==> src/rtl/pit_pkg.sv <==
`timescale 1ns/1ps
package pit_pkg;

   localparam int PIT_BCD_DIGITS = 4;

   typedef enum logic [1:0] {
      ACC_LATCH = 2'd0,
      ACC_LOW   = 2'd1,
      ACC_HIGH  = 2'd2,
      ACC_PAIR  = 2'd3
   } pit_access_e;

   typedef struct packed {
      logic       level;
      logic       null_cnt;
      logic [5:0] cw;
   } pit_status_t;

   // Decimal decrement with borrow across nibbles; 0000 wraps to 9999.
   function automatic logic [4*PIT_BCD_DIGITS-1:0] bcd_minus_one(
      input logic [4*PIT_BCD_DIGITS-1:0] v);
      logic [4*PIT_BCD_DIGITS-1:0] r;
      logic borrow;
      r = v;
      borrow = 1'b1;
      for (int d = 0; d < PIT_BCD_DIGITS; d++) begin
         if (borrow) begin
            if (v[4*d +: 4] == 4'd0) begin
               r[4*d +: 4] = 4'd9;
            end else begin
               r[4*d +: 4] = v[4*d +: 4] - 4'd1;
               borrow = 1'b0;
            end
         end
      end
      return r;
   endfunction

endpackage

==> src/rtl/pit_bus_decode.sv <==
`timescale 1ns/1ps
module pit_bus_decode #(
   parameter int NUM_CH    = 3,
   parameter int DATA_W    = 8,
   parameter int ADDR_W    = 2,
   parameter int CTRL_ADDR = 3
) (
   input  logic              wr_en,
   input  logic              rd_en,
   input  logic [ADDR_W-1:0] addr,
   input  logic [DATA_W-1:0] wdata,
   output logic [NUM_CH-1:0] cw_load,
   output logic [5:0]        cw_word,
   output logic [NUM_CH-1:0] cnt_latch,
   output logic [NUM_CH-1:0] st_latch,
   output logic [NUM_CH-1:0] data_wr,
   output logic [NUM_CH-1:0] data_rd
);
   logic       ctl_wr;
   logic [1:0] sel;
   logic [1:0] acc;
   logic       is_rb;

   assign ctl_wr  = wr_en && (addr == ADDR_W'(CTRL_ADDR));
   assign sel     = wdata[7:6];
   assign acc     = wdata[5:4];
   assign is_rb   = (sel == 2'b11);
   assign cw_word = wdata[5:0];

   for (genvar i = 0; i < NUM_CH; i++) begin : g_ch
      logic hit;
      assign hit          = !is_rb && (sel == 2'(i));
      assign cw_load[i]   = ctl_wr && hit && (acc != 2'b00);
      assign cnt_latch[i] = ctl_wr && ((hit && (acc == 2'b00)) ||
                                       (is_rb && !wdata[5] && wdata[i+1]));
      assign st_latch[i]  = ctl_wr && is_rb && !wdata[4] && wdata[i+1];
      assign data_wr[i]   = wr_en && (addr == ADDR_W'(i));
      assign data_rd[i]   = rd_en && (addr == ADDR_W'(i));
   end

endmodule

==> src/rtl/pit_channel.sv <==
`timescale 1ns/1ps
module pit_channel import pit_pkg::*; #(
   parameter int DATA_W = 8,
   parameter int CNT_W  = 16,
   parameter bit BCD_EN = 1'b1
) (
   input  logic              clk,
   input  logic              rst_n,
   input  logic              tick,
   input  logic              cw_load,
   input  logic [5:0]        cw_word,
   input  logic              cnt_latch,
   input  logic              st_latch,
   input  logic              data_wr,
   input  logic              data_rd,
   input  logic [DATA_W-1:0] wdata,
   output logic [DATA_W-1:0] rd_byte,
   output logic              out_o
);
   logic [5:0]       ctrl_q;
   logic [CNT_W-1:0] reload_q;
   logic [CNT_W-1:0] count_q;
   logic [CNT_W-1:0] lval_q;
   logic             pend_q;
   logic             ready_q;
   logic             out_q;
   logic             rtog_q;
   logic             wtog_q;
   logic             lat_q;
   logic             spend_q;
   pit_status_t      sval_q;

   pit_access_e      acc;
   logic             square;
   logic             terminal;
   logic [CNT_W-1:0] dec_val;
   logic [CNT_W-1:0] view;

   assign acc      = pit_access_e'(ctrl_q[5:4]);
   assign square   = (ctrl_q[2:1] == 2'b11);
   assign terminal = (count_q == CNT_W'(1));
   assign view     = lat_q ? lval_q : count_q;
   assign out_o    = out_q;

   if (BCD_EN) begin : g_bcd
      assign dec_val = ctrl_q[0] ? bcd_minus_one(count_q) : count_q - CNT_W'(1);
   end else begin : g_bin
      assign dec_val = count_q - CNT_W'(1);
   end

   always_comb begin
      rd_byte = '0;
      if (spend_q) begin
         rd_byte = sval_q;
      end else begin
         case (acc)
            ACC_LOW:  rd_byte = view[DATA_W-1:0];
            ACC_HIGH: rd_byte = view[CNT_W-1 -: DATA_W];
            ACC_PAIR: rd_byte = rtog_q ? view[CNT_W-1 -: DATA_W] : view[DATA_W-1:0];
            default:  rd_byte = '0;
         endcase
      end
   end

   always_ff @(posedge clk) begin
      if (!rst_n) begin
         ctrl_q   <= '0;
         reload_q <= '0;
         count_q  <= '0;
         lval_q   <= '0;
         pend_q   <= 1'b1;
         ready_q  <= 1'b0;
         out_q    <= 1'b1;
         rtog_q   <= 1'b0;
         wtog_q   <= 1'b0;
         lat_q    <= 1'b0;
         spend_q  <= 1'b0;
         sval_q   <= '0;
      end else begin
         // counting, suppressed by a control word to this channel
         if (tick && !cw_load) begin
            if (pend_q && ready_q) begin
               count_q <= reload_q;
               pend_q  <= 1'b0;
            end else if (!pend_q) begin
               if (terminal) begin
                  count_q <= reload_q;
                  out_q   <= square ? ~out_q : 1'b0;
               end else begin
                  count_q <= dec_val;
                  if (!square) out_q <= 1'b1;
               end
            end
         end

         if (cw_load) begin
            ctrl_q   <= cw_word;
            reload_q <= '0;
            pend_q   <= 1'b1;
            ready_q  <= 1'b0;
            out_q    <= 1'b1;
            rtog_q   <= 1'b0;
            wtog_q   <= 1'b0;
            lat_q    <= 1'b0;
            spend_q  <= 1'b0;
         end else begin
            if (cnt_latch && !lat_q) begin
               lat_q  <= 1'b1;
               lval_q <= count_q;
            end
            if (st_latch && !spend_q) begin
               spend_q <= 1'b1;
               sval_q  <= '{level: out_q, null_cnt: pend_q, cw: ctrl_q};
            end
            if (data_wr) begin
               case (acc)
                  ACC_LOW: begin
                     reload_q[DATA_W-1:0] <= wdata;
                     pend_q  <= 1'b1;
                     ready_q <= 1'b1;
                  end
                  ACC_HIGH: begin
                     reload_q[CNT_W-1 -: DATA_W] <= wdata;
                     pend_q  <= 1'b1;
                     ready_q <= 1'b1;
                  end
                  ACC_PAIR: begin
                     wtog_q <= ~wtog_q;
                     pend_q <= 1'b1;
                     if (!wtog_q) begin
                        reload_q[DATA_W-1:0] <= wdata;
                        ready_q <= 1'b0;
                     end else begin
                        reload_q[CNT_W-1 -: DATA_W] <= wdata;
                        ready_q <= 1'b1;
                     end
                  end
                  default: ;
               endcase
            end
            if (data_rd) begin
               if (spend_q) begin
                  spend_q <= 1'b0;
               end else begin
                  case (acc)
                     ACC_LOW, ACC_HIGH: lat_q <= 1'b0;
                     ACC_PAIR: begin
                        rtog_q <= ~rtog_q;
                        if (rtog_q) lat_q <= 1'b0;
                     end
                     default: ;
                  endcase
               end
            end
         end
      end
   end

   AST_CW_CLEARS_RELOAD: assert property (@(posedge clk) disable iff (!rst_n)
      cw_load |=> (reload_q == '0 && pend_q && !ready_q && out_q));
   AST_UNREADY_HOLDS: assert property (@(posedge clk) disable iff (!rst_n)
      (pend_q && !ready_q) |=> $stable(count_q));
   AST_LOAD_ON_TICK: assert property (@(posedge clk) disable iff (!rst_n)
      (tick && pend_q && ready_q && !cw_load && !data_wr)
         |=> (!pend_q && count_q == $past(reload_q)));
   AST_LATCH_FROZEN: assert property (@(posedge clk) disable iff (!rst_n)
      (lat_q && !data_rd && !cw_load) |=> (lat_q && $stable(lval_q)));
   AST_STATUS_RELEASE: assert property (@(posedge clk) disable iff (!rst_n)
      (spend_q && data_rd && !cw_load) |=> !spend_q);

endmodule

==> src/rtl/pit_read_mux.sv <==
`timescale 1ns/1ps
module pit_read_mux #(
   parameter int NUM_CH = 3,
   parameter int DATA_W = 8,
   parameter int ADDR_W = 2
) (
   input  logic                           rd_en,
   input  logic [ADDR_W-1:0]              addr,
   input  logic [NUM_CH-1:0][DATA_W-1:0]  ch_bytes,
   output logic [DATA_W-1:0]              rd_data
);
   always_comb begin
      rd_data = '0;
      for (int i = 0; i < NUM_CH; i++) begin
         if (rd_en && (addr == ADDR_W'(i))) rd_data = ch_bytes[i];
      end
   end
endmodule

==> src/rtl/pit_timer3.sv <==
`timescale 1ns/1ps
module pit_timer3 #(
   parameter int NUM_CH = 3,
   parameter int DATA_W = 8,
   parameter int CNT_W  = 16,
   parameter int ADDR_W = 2,
   parameter bit BCD_EN = 1'b1
) (
   input  logic              clk,
   input  logic              rst_n,
   input  logic              tick,
   input  logic              wr_en,
   input  logic              rd_en,
   input  logic [ADDR_W-1:0] addr,
   input  logic [DATA_W-1:0] wdata,
   output logic [DATA_W-1:0] rd_data,
   output logic [NUM_CH-1:0] ch_out,
   input  logic [1:0]        spk_ctl,
   output logic              spk_out
);
   localparam int CTRL_ADDR = (1 << ADDR_W) - 1;
   localparam int SPK_CH    = NUM_CH - 1;

   if (NUM_CH < 1 || NUM_CH > 3) begin : g_bad_ch
      $error("NUM_CH must lie between 1 and 3");
   end
   if (DATA_W != 8) begin : g_bad_data
      $error("DATA_W must be 8 for the control word layout");
   end
   if (CNT_W != 2 * DATA_W) begin : g_bad_cnt
      $error("CNT_W must be twice DATA_W");
   end
   if (ADDR_W != 2) begin : g_bad_addr
      $error("ADDR_W must be 2");
   end

   logic [NUM_CH-1:0]             cw_load;
   logic [5:0]                    cw_word;
   logic [NUM_CH-1:0]             cnt_latch;
   logic [NUM_CH-1:0]             st_latch;
   logic [NUM_CH-1:0]             data_wr;
   logic [NUM_CH-1:0]             data_rd;
   logic [NUM_CH-1:0][DATA_W-1:0] ch_bytes;

   pit_bus_decode #(
      .NUM_CH(NUM_CH), .DATA_W(DATA_W), .ADDR_W(ADDR_W), .CTRL_ADDR(CTRL_ADDR)
   ) u_dec (
      .wr_en(wr_en), .rd_en(rd_en), .addr(addr), .wdata(wdata),
      .cw_load(cw_load), .cw_word(cw_word), .cnt_latch(cnt_latch),
      .st_latch(st_latch), .data_wr(data_wr), .data_rd(data_rd)
   );

   for (genvar i = 0; i < NUM_CH; i++) begin : g_chan
      pit_channel #(.DATA_W(DATA_W), .CNT_W(CNT_W), .BCD_EN(BCD_EN)) u_ch (
         .clk(clk), .rst_n(rst_n), .tick(tick),
         .cw_load(cw_load[i]), .cw_word(cw_word),
         .cnt_latch(cnt_latch[i]), .st_latch(st_latch[i]),
         .data_wr(data_wr[i]), .data_rd(data_rd[i]), .wdata(wdata),
         .rd_byte(ch_bytes[i]), .out_o(ch_out[i])
      );
   end

   pit_read_mux #(.NUM_CH(NUM_CH), .DATA_W(DATA_W), .ADDR_W(ADDR_W)) u_rmux (
      .rd_en(rd_en), .addr(addr), .ch_bytes(ch_bytes), .rd_data(rd_data)
   );

   assign spk_out = ch_out[SPK_CH] & spk_ctl[0] & spk_ctl[1];

   AST_CTRL_READ_ZERO: assert property (@(posedge clk) disable iff (!rst_n)
      (rd_en && addr == ADDR_W'(CTRL_ADDR)) |-> (rd_data == '0));
   AST_SPK_GATED: assert property (@(posedge clk) disable iff (!rst_n)
      (spk_ctl != 2'b11) |-> !spk_out);
   AST_ONE_CW: assert property (@(posedge clk) disable iff (!rst_n)
      $onehot0(cw_load));

endmodule

==> config.mk <==
export PLATFORM = sky130hd
export DESIGN_NAME = pit_timer3
export DESIGN_NICKNAME = d
export VERILOG_FILES = /design/src/rtl/pit_pkg.sv /design/src/rtl/pit_bus_decode.sv /design/src/rtl/pit_channel.sv /design/src/rtl/pit_read_mux.sv /design/src/rtl/pit_timer3.sv
export SDC_FILE = /design/constraint.sdc
export NUM_CORES = 1
export LEC_CHECK = 0
export ABC_CLOCK_PERIOD_IN_PS = 3090
export BUFFER_PORTS_ARGS = -buffer_cell sky130_fd_sc_hd__buf_4
export CAP_MARGIN = 20
export CORE_UTILIZATION = 63
export CTS_CLUSTER_SIZE = 40
export DETAILED_ROUTE_END_ITERATION = 6
export PLACE_DENSITY = 0.89
export SETUP_SLACK_MARGIN = 0.02
export SLEW_MARGIN = 20
export SYNTH_ARGS = -nofsm -noshare
export SYNTH_HDL_FRONTEND = slang
export SYNTH_HIERARCHICAL = 1
export SYNTH_SLANG_ARGS = --single-unit
==> constraint.sdc <==
create_clock -name clk -period 3.09 [get_ports clk]
set_input_delay 0.618 -clock clk [delete_from_list [all_inputs] [get_ports clk]]
set_output_delay 0.618 -clock clk [all_outputs]
set_load 0.01 [all_outputs]
## Word level (Yosys, flattened, before mapping)

Cells that the tools add are included.

| word-level totals | value |
|---|---|
| register bits after elaboration | 207 |
| input port bits | 17 |

| cells by class | value |
|---|---|
| reduce and logical (&&, ||, !) cells | 128 |
| $add $sub $neg | 15 |
| muxes and demuxes | 126 |
| equal/unequal tests | 42 |
| bitwise operators | 24 |

Operator list:

| operator | count |
|---|---|
| $mux 16 | 15 |
| $mux 8 | 15 |
| $pmux 8 s2 | 6 |
| $mux 4 | 21 |
| $pmux 8 s3 | 3 |
| $mux 1 | 60 |
| $reduce_and 3->1 | 18 |
| $eq 16x1->1 const B | 3 |
| $logic_not 4->1 | 12 |
| $sub 16x1->16 const B | 3 |
| $sub 4x1->4 const B | 12 |
| $logic_and 1x1->1 | 43 |
| $ne 4x4->1 const B | 9 |
| $reduce_and 2->1 | 15 |
| $eq 2x2->1 const B | 13 |
| $not 1->1 | 22 |
| $reduce_bool 2->1 | 10 |
| $ne 2x2->1 const B | 9 |
| $logic_not 1->1 | 12 |
| $pmux 1 s2 | 6 |
| $reduce_and 4->1 | 3 |
| $reduce_or 2->1 | 6 |
| $eq 2x1->1 const B | 5 |
| $reduce_or 3->1 | 3 |
| other kinds (4) | 11 |

## Depth between registers and ports, before layout

Gate-level depths: netlist of run 1.

| logic depth | value |
|---|---|
| depth in word-level cells | 12 |
| gate-level depth with buffers | 8 |
| mapped depth without buffers | 7 |

## By module

Netlist of run 1, hierarchy kept.

Modules (own cells, without submodules):

| module | sequential area each (sq um) | instances | cells each | area each (sq um) |
|---|---|---|---|---|
| pit_channel at g_chan[0].u_ch ... | 1381.3 | 2 | 423 | 3537.1 |
| pit_channel at g_chan[2].u_ch | 1381.3 | 1 | 423 | 3527.1 |
| pit_read_mux | 0.0 | 1 | 35 | 270.3 |
| pit_bus_decode | 0.0 | 1 | 35 | 234.0 |
| pit_timer3 | 0.0 | 1 | 1 | 6.3 |

## Worst setup path before layout of run 1

No wires, ideal clock.

| path | value |
|---|---|
| kind | reg2out |
| start | register g_chan[1].u_ch.lat_q |
| end | output rd_data[5] |
| required time | 2.472 ns |
| arrival | 2.055 ns |
| setup slack | 0.417 ns |
| stages on the path, launching flop included | 9 |
| buffers on the path | 2 |
| path through | dfxtp_1 clkbuf_1 clkbuf_1 mux2i_1 o22ai_1 mux2_2 mux2i_1 o21ai_1 and2_1 |

RTL lines:

| item | line | text |
|---|---|---|
| start, declared | pit_channel.sv:29 | `logic lat_q;` |
| start signal, assigned | pit_channel.sv:76 | `lat_q <= 1'b0;` |
| start signal, assigned | pit_channel.sv:104 | `lat_q <= 1'b0;` |
| start signal, assigned | pit_channel.sv:108 | `lat_q <= 1'b1;` |
| end, declared | pit_timer3.sv:16 | `output logic [DATA_W-1:0] rd_data,` |

==> results.md, run 1 <==
- H-tree depth: 1
- Leakage: 0.00479 µW
- DIE AREA: 18200 µm²
- CP max FO: 18
- Period minus WS final: 2.98 ns
- GRT Total Usage: 0.329
- Worst clock skew: 0.00720 ns
- Tcrit/Tclk final: 0.964
- Worst reg-to-reg setup slack: 0.57 ns
- Worst-path clk slew: 0.06 ns
- Number of enable flip-flop cells after synthesis: 0
- Max-slew headroom: 0.278
- Yosys warns: 6
- Drt total wl: 30.2 mm
- Worst vdd ir: 406 µV
- DIE WIDTH: 135 µm
- Async SR Flop Fraction: 0
- Initial antenna violation count: 0
- Clock Sinks: 207
- Maximum number of pins on one net before global-route repair: 35
- Cell Rows: 48
- P&R area growth vs syn: 11.0%
- Port Buf Inserts: 28
- WP data required: 2.47 ns
- Critical path launch point type: flip-flop
- Vias after detailed routing: 10300
- Vias in the first global route: 9409
- Post-DP HPWL: 19.8 mm
- Post-synth top area share: 0.373
- TritonCTS clock tree: yes
- Nets@finish: 1361
- Yosys reg bits: 207
- Seq pwr share: 0.459
- Total Neg Setup Slack: 0 ns
- PwrDens: 475 nW/µm²
- RSZ-0062 raised after global routing: no
- Max Cap Viol: 0
- Mean post-synth cell area: 8.29 µm²
- Root Driver: clkbuf_16
- Antenna Diode Count: 0
- Critical path class: flip-flop to primary output
- Routed len/inst: 19.2 µm
- Drt first-iter violations: 1052
- Critical path, cell by cell: buf_6 -> mux2i_1 -> o22ai_2 -> mux2_2 -> mux2i_1 -> o21ai_0 -> and2_1 -> buf_4
- DRC viols: 0
- Drt pass-1 iters: 7
- Routability congestion estimate: 0.926
- Mapped Area: 11100 µm²
- Number of vias per cell: 6.53
- Crit-path slowest cell: dfxtp_1
- Hold Violations, Final: 0
- Synth Flop Type: dfxtp_1
- Sw Share: 0.220
- Clock buffer depth: 3
- Clock latency on the worst-skew pair: 0.51 ns
- Clk pwr share: 0.497
- Clock buffers created by TritonCTS: 22
- Cells after Synth: 1340
- CP max stage delay: 0.33 ns
- Finish-stage setup viols: 0
- Worst EP arrival: 2.36 ns
- Hold_ws: 0.454 ns
- Util after Layout: 0.716
- Hold buffers post-CTS: 0
- Antenna viol nets, final: 0
- Grt ovf: 0
- Fmax achieved: 336 MHz
- Net count after synthesis: 1366
- Starting Density: 0.645
- Fraction of layout instances using a drive strength above 1: 0.135
- CP most frequent cell: mux2i_1
- P_sw: 1290 µW
- P_int: 4570 µW
- First-pass GRT wire length: 48.1 mm
- CP delay by family, top: multiplexers
- Core area: 17200 µm²
- Logic pwr share: 0.044
- Post-CTS setup buffers: 0
- Worst-margin pin slew: 1.08 ns
- Die height: 135 µm
- Status: finished clean
- Register area share after synthesis: 0.373
- CP Capture Type: primary output
- Top post-synthesis cells by area: dfxtp_1 (37%), mux2i_1 (15%), nand2_1 (5.2%)
- Library cells used by synthesis: 58
- Ports: 29
- WP buf/inv: 2
- Synth area leader: dfxtp_1
- Pins Over Slew Limit: 0
- Min-Delay Path Class: flip-flop to flip-flop
[flip-flops by register name (all words and copies together), names as in the netlist]
| signal | count |
|---|---|
| g_chan.u_ch/count_q | 48 |
| g_chan.u_ch/lval_q | 48 |
| g_chan.u_ch/reload_q | 48 |
| g_chan.u_ch/sval_q | 24 |
| g_chan.u_ch/ctrl_q | 18 |
| g_chan.u_ch/lat_q | 3 |
| g_chan.u_ch/out_o | 3 |
| g_chan.u_ch/pend_q | 3 |
| g_chan.u_ch/ready_q | 3 |
| g_chan.u_ch/rtog_q | 3 |
| g_chan.u_ch/spend_q | 3 |
| g_chan.u_ch/wtog_q | 3 |
[power groups by stage]
stage | combinational (µW) | sequential [µW] | clock, µW
detailed placement | 247 | 2750 | 0
global route | 275 | 2690 | 3040
floorplan | 169 | 2740 | 0
CTS | 251 | 2690 | 2930
global placement | 243 | 2750 | 0
finish | 259 | 2690 | 2910
[layer usage]
layer / vias up / track usage / routed length, µm
met4: 0 / 0.130 / 993
met2: 569 / 0.529 / 14000
met3: 84 / 0.0526 / 2820
met1: 4877 / 0.441 / 12400
met5: - / 0 / 0
li1: 4763 / - / -
[path summary, 6_finish.rpt]
kind	start	to	cells after the start
max	g_chan[0].u_ch/lat_q	rd_data[4]	8
min	g_chan[2].u_ch/lval_q[5]	g_chan[2].u_ch/lval_q[5]	2
max reg2reg	g_chan[1].u_ch/count_q[0]	g_chan[1].u_ch/count_q[4]	7
min reg2reg	g_chan[2].u_ch/lval_q[5]	g_chan[2].u_ch/lval_q[5]	2
[worst register-to-register path, cell delays in order, from the launching register on]
cell and delay, ns:
dfxtp_1 0.48, ha_1 0.19, or4b_1 0.57, o41ai_4 0.50, buf_4 0.31, nor3_1 0.08, a21oi_1 0.17, o22ai_1 0.10
[synthesized netlist by cell type, drive strengths merged (4+ instances only)]
master / n
dfxtp: 207
mux2i: 161
nand2: 155
nor2: 155
a21oi: 117
clkbuf: 69
o21ai: 68
nand3: 48
nor3: 48
o22ai: 45
buf: 30
mux2: 24
inv: 23
o31ai: 22
and2: 14
nand2b: 12
nand3b: 12
nor4: 12
a2111oi: 11
o211ai: 11
or2: 11
ha: 9
or4: 9
nor3b: 8
a31oi: 6
o31a: 6
and3: 4
and3b: 4
or3: 4
[stage by stage]
| stage | total power, µW | setup WS, ns | instance area (µm²) | cells |
|---|---|---|---|---|
| 6_report | 5860 | 0.112 | 12300 | 1576 |
| 5_1_grt | 6000 | 0.0242 | 12300 | 1576 |
| 4_1_cts | 5870 | 0.0455 | 12300 | 1575 |
| 3_5_place_dp | 2990 | 0.302 | 11500 | 1535 |
| 3_3_place_gp | 2990 | 0.381 | 11500 | 1534 |
| 2_1_floorplan | 2910 | 0.417 | 11100 | 1340 |
[cells by family (layout without fill, tap and decap cells)]
| group | count (synthesis) | in the layout | share of synthesized area |
|---|---|---|---|
| simple gates | 508 | 508 | 0.219 |
| flops | 207 | 207 | 0.373 |
| mux | 185 | 185 | 0.169 |
| buf+inv | 122 | 133 | 0.0484 |
| compound gates | 303 | 303 | 0.175 |
| fa+ha+maj | 9 | 9 | 0.0101 |
| xor+xnor | 6 | 6 | 0.00473 |
[what timing repair did]
action / 4_1_cts / 5_1_grt
resized for setup: 9 / 9
hold endpoints to repair: 0 / 0
setup endpoints to repair: 8 / 7
pin swaps: 0 / 1
[area by class of cell]
class,count,area [µm²]
multi-input cells,1011,6460
well taps,225,282
repair buffers,70,542
clock inverters,11,158
clock buffers,29,648
fillers,1201,4900
inverters,23,86.3
flip-flops and latches,207,4150
[placed cells by master, fill, tap and decap left out, drive strengths merged, types with 8 or more instances in the layout]
| master | n |
|---|---|
| inv | 23 |
| mux2i | 161 |
| o31ai | 22 |
| nor3 | 48 |
| and2 | 14 |
| clkbuf | 29 |
| o21ai | 68 |
| nor4 | 12 |
| ha | 9 |
| o22ai | 45 |
| nand2 | 155 |
| nor3b | 8 |
| a21oi | 117 |
| buf | 70 |
| nand3 | 48 |
| nand2b | 12 |
| nor2 | 155 |
| dfxtp | 207 |
| or4 | 9 |
| or2 | 11 |
| nand3b | 12 |
| mux2 | 24 |
| a2111oi | 11 |
| o211ai | 11 |
(Power assumes the default switching activity.)
==> run 2, diff against run 1 <==
--- a/config.mk
+++ b/config.mk
@@ -8,6 +8,7 @@
 export ABC_CLOCK_PERIOD_IN_PS = 3090
 export BUFFER_PORTS_ARGS = -buffer_cell sky130_fd_sc_hd__buf_4
 export CAP_MARGIN = 20
+export CORE_ASPECT_RATIO = 0.5
 export CORE_UTILIZATION = 63
 export CTS_CLUSTER_SIZE = 40
 export DETAILED_ROUTE_END_ITERATION = 6
==> run 2 against run 1 <==
Compared with the run above: sequential power about the same; global-route usage decreased by 0.30 points; register-to-register slack got worse by 0.02 ns; highest routed layer unchanged; largest cell class unchanged; critical endpoint is now rd_data[1]; total power decreased by 9.8%; count of clock-buffer cells in the layout unchanged; flip-flop and latch count unchanged.
==> results.md, run 2 (synthesis gave the netlist of run 1 again) <==
- Antenna Diode Count: 0 (unchanged)
- DIE AREA: 18200 µm² (+0.18%)
- Drt pass-1 iters: 6 (-1)
- Routed len/inst: 19.4 µm (+1.3%)
- Fraction of layout instances using a drive strength above 1: 0.127 (-0.00849)
- CP Capture Type: primary output
- P&R area growth vs syn: 8.95%
- Clock latency on the worst-skew pair: 0.49 ns (-0.02 ns)
- Max Cap Viol: 0 (unchanged)
- WP data required: 2.47 ns (about the same)
- Clock buffer depth: 3 (unchanged)
- Finish-stage setup viols: 0 (unchanged)
- Critical path class: flip-flop to primary output
- Worst EP arrival: 2.35 ns (about the same)
- Worst clock skew: 0.00858 ns (+0.00137 ns)
- Min-Delay Path Class: flip-flop to flip-flop
- PwrDens: 436 nW/µm² (-8.1%)
- DRC viols: 0 (unchanged)
- Sw Share: 0.225 (+0.00504)
- Worst vdd ir: 314 µV (-23%)
- Antenna viol nets, final: 0 (unchanged)
- Clock Sinks: 207 (unchanged)
- Drt total wl: 30.4 mm (+0.63%)
- Post-DP HPWL: 20.4 mm (+3.0%)
- Worst-margin pin slew: 1.10 ns (+0.0256 ns)
- Util after Layout: 0.720 (+0.00483)
- Vias in the first global route: 9173 (-2.5%)
- Period minus WS final: 2.96 ns (-0.0127 ns)
- Hold Violations, Final: 0 (unchanged)
- Top Registers: g_chan.u_ch/count_q (48), g_chan.u_ch/lval_q (48), g_chan.u_ch/reload_q (48)
- TritonCTS clock tree: yes
- Die height: 95.9 µm (-29%)
- Commonest non-fill, non-tap cell in the layout: dfxtp_1
- First-pass GRT wire length: 47.3 mm (-1.6%)
- Cell Rows: 33 (-31%)
- Max-slew headroom: 0.261 (-0.0171)
- Total Neg Setup Slack: 0 ns (unchanged)
- H-tree depth: 1 (unchanged)
- Leakage: 0.00466 µW (-2.6%)
- Nets@finish: 1354 (-0.51%)
- Tcrit/Tclk final: 0.960 (-0.00410)
- Maximum number of pins on one net before global-route repair: 32 (-8.6%)
- Critical path launch point type: flip-flop
- GRT Total Usage: 0.326 (-0.00299)
- DIE WIDTH: 190 µm (+41%)
- Fmax achieved: 337 MHz (+0.43%)
- Hold_ws: 0.455 ns (+0.00107 ns)
- Starting Density: 0.661 (+0.0166)
- P_sw: 1190 µW (-7.7%)
- Pwr Total: 5280 µW (-9.8%)
- Status: finished clean
- Drt first-iter violations: 1186 (+13%)
- Fin cells: 1566 (-0.63%)
- Routability congestion estimate: 0.932 (+0.70%)
- Initial antenna violation count: 0 (unchanged)
- Vias after detailed routing: 10200 (-0.54%)
- Most frequent cells in the layout: dfxtp_1 (202), mux2i_1 (156), nor2_1 (155), nand2_1 (154), a21oi_1 (114)
- Core area: 16800 µm² (-2.5%)
- Grt ovf: 0 (unchanged)
- Root Driver: clkbuf_16
- Port Buf Inserts: 28 (unchanged)
- Ports: 29 (unchanged)
- RSZ-0062 raised after global routing: yes
- P_int: 4090 µW (-10%)
- Clock buffers created by TritonCTS: 19 (-14%)
- Logic pwr share: 0.050 (+0.006)
- Seq pwr share: 0.509 (+0.050)
- Hold buffers post-CTS: 0 (unchanged)
- CP max FO: 18 (unchanged)
- Clk pwr share: 0.442 (-0.055)
- Placed cell count: 1534 (-0.065%)
- Worst-path clk slew: 0.06 ns (about the same)
- Pins Over Slew Limit: 0 (unchanged)
- Number of vias per cell: 6.54 (about the same)
run 2: cell types whose count changed in the layout (fill, tap and decap cells not counted), sizes merged:
cell | before | now
clkinvlp | 1 | 0
clkinv | 6 | 2
buf | 70 | 66
bufinv | 4 | 1
run 2: final cells by class:
class	count	area [µm²]
inverter	23	86.3
clock inverter	3	40.0
clock buffer	29	563
tap	227	284
multi-input combinational	1011	6480
fill	1192	4700
sequential	207	4150
timing repair buffer	66	503
run 2: critical path, cell delays in order (launching register included):
cell and delay, ns:
dfxtp_1 0.33, buf_6 0.24, mux2i_1 0.30, o22ai_1 0.15
mux2_2 0.29, mux2i_1 0.15, o21ai_0 0.08, and2_1 0.17
buf_4 0.14
run 2: final timing paths:
kind         depth (start not counted)                      start  slack [ns]                          to
max                                  8       g_chan[0].u_ch/lat_q        0.13                  rd_data[1]
min                                  2   g_chan[1].u_ch/lval_q[4]        0.46    g_chan[1].u_ch/lval_q[4]
min reg2reg                          2   g_chan[1].u_ch/lval_q[4]        0.46    g_chan[1].u_ch/lval_q[4]
max reg2reg                          7  g_chan[2].u_ch/count_q[0]        0.55  g_chan[2].u_ch/count_q[11]
run 2: repair_timing:
action,4_1_cts,5_1_grt
setup endpoints to repair,8,8
gates cloned,0,0
buffers inserted,0,0
pin swaps,0,0
resized for setup,3,16
run 2: per-layer routing:
layer  up-vias  GRT usage  routed length [µm]
li1       4753          -                   -
met1      4832      0.438               12700
met2       563      0.536               13800
met3        89     0.0558                2960
met4         0      0.103                 915
met5         -          0                   0
run 2: stage by stage:
step	setup slack, ns	instance area (µm²)
finish	0.125	12100
global route	0.0169	12100
CTS	0.0430	12100
detailed placement	0.220	11400
global placement	0.291	11400
floorplan	0.417	11100
run 2: power by group through the flow:
| stage | Clock [µW] | Combinational (µW) | Sequential, µW |
|---|---|---|---|
| floorplan | 0 | 169 | 2740 |
| global placement | 0 | 242 | 2750 |
| detailed placement | 0 | 249 | 2750 |
| CTS | 2350 | 252 | 2690 |
| global route | 2460 | 276 | 2690 |
| finish | 2330 | 262 | 2690 |
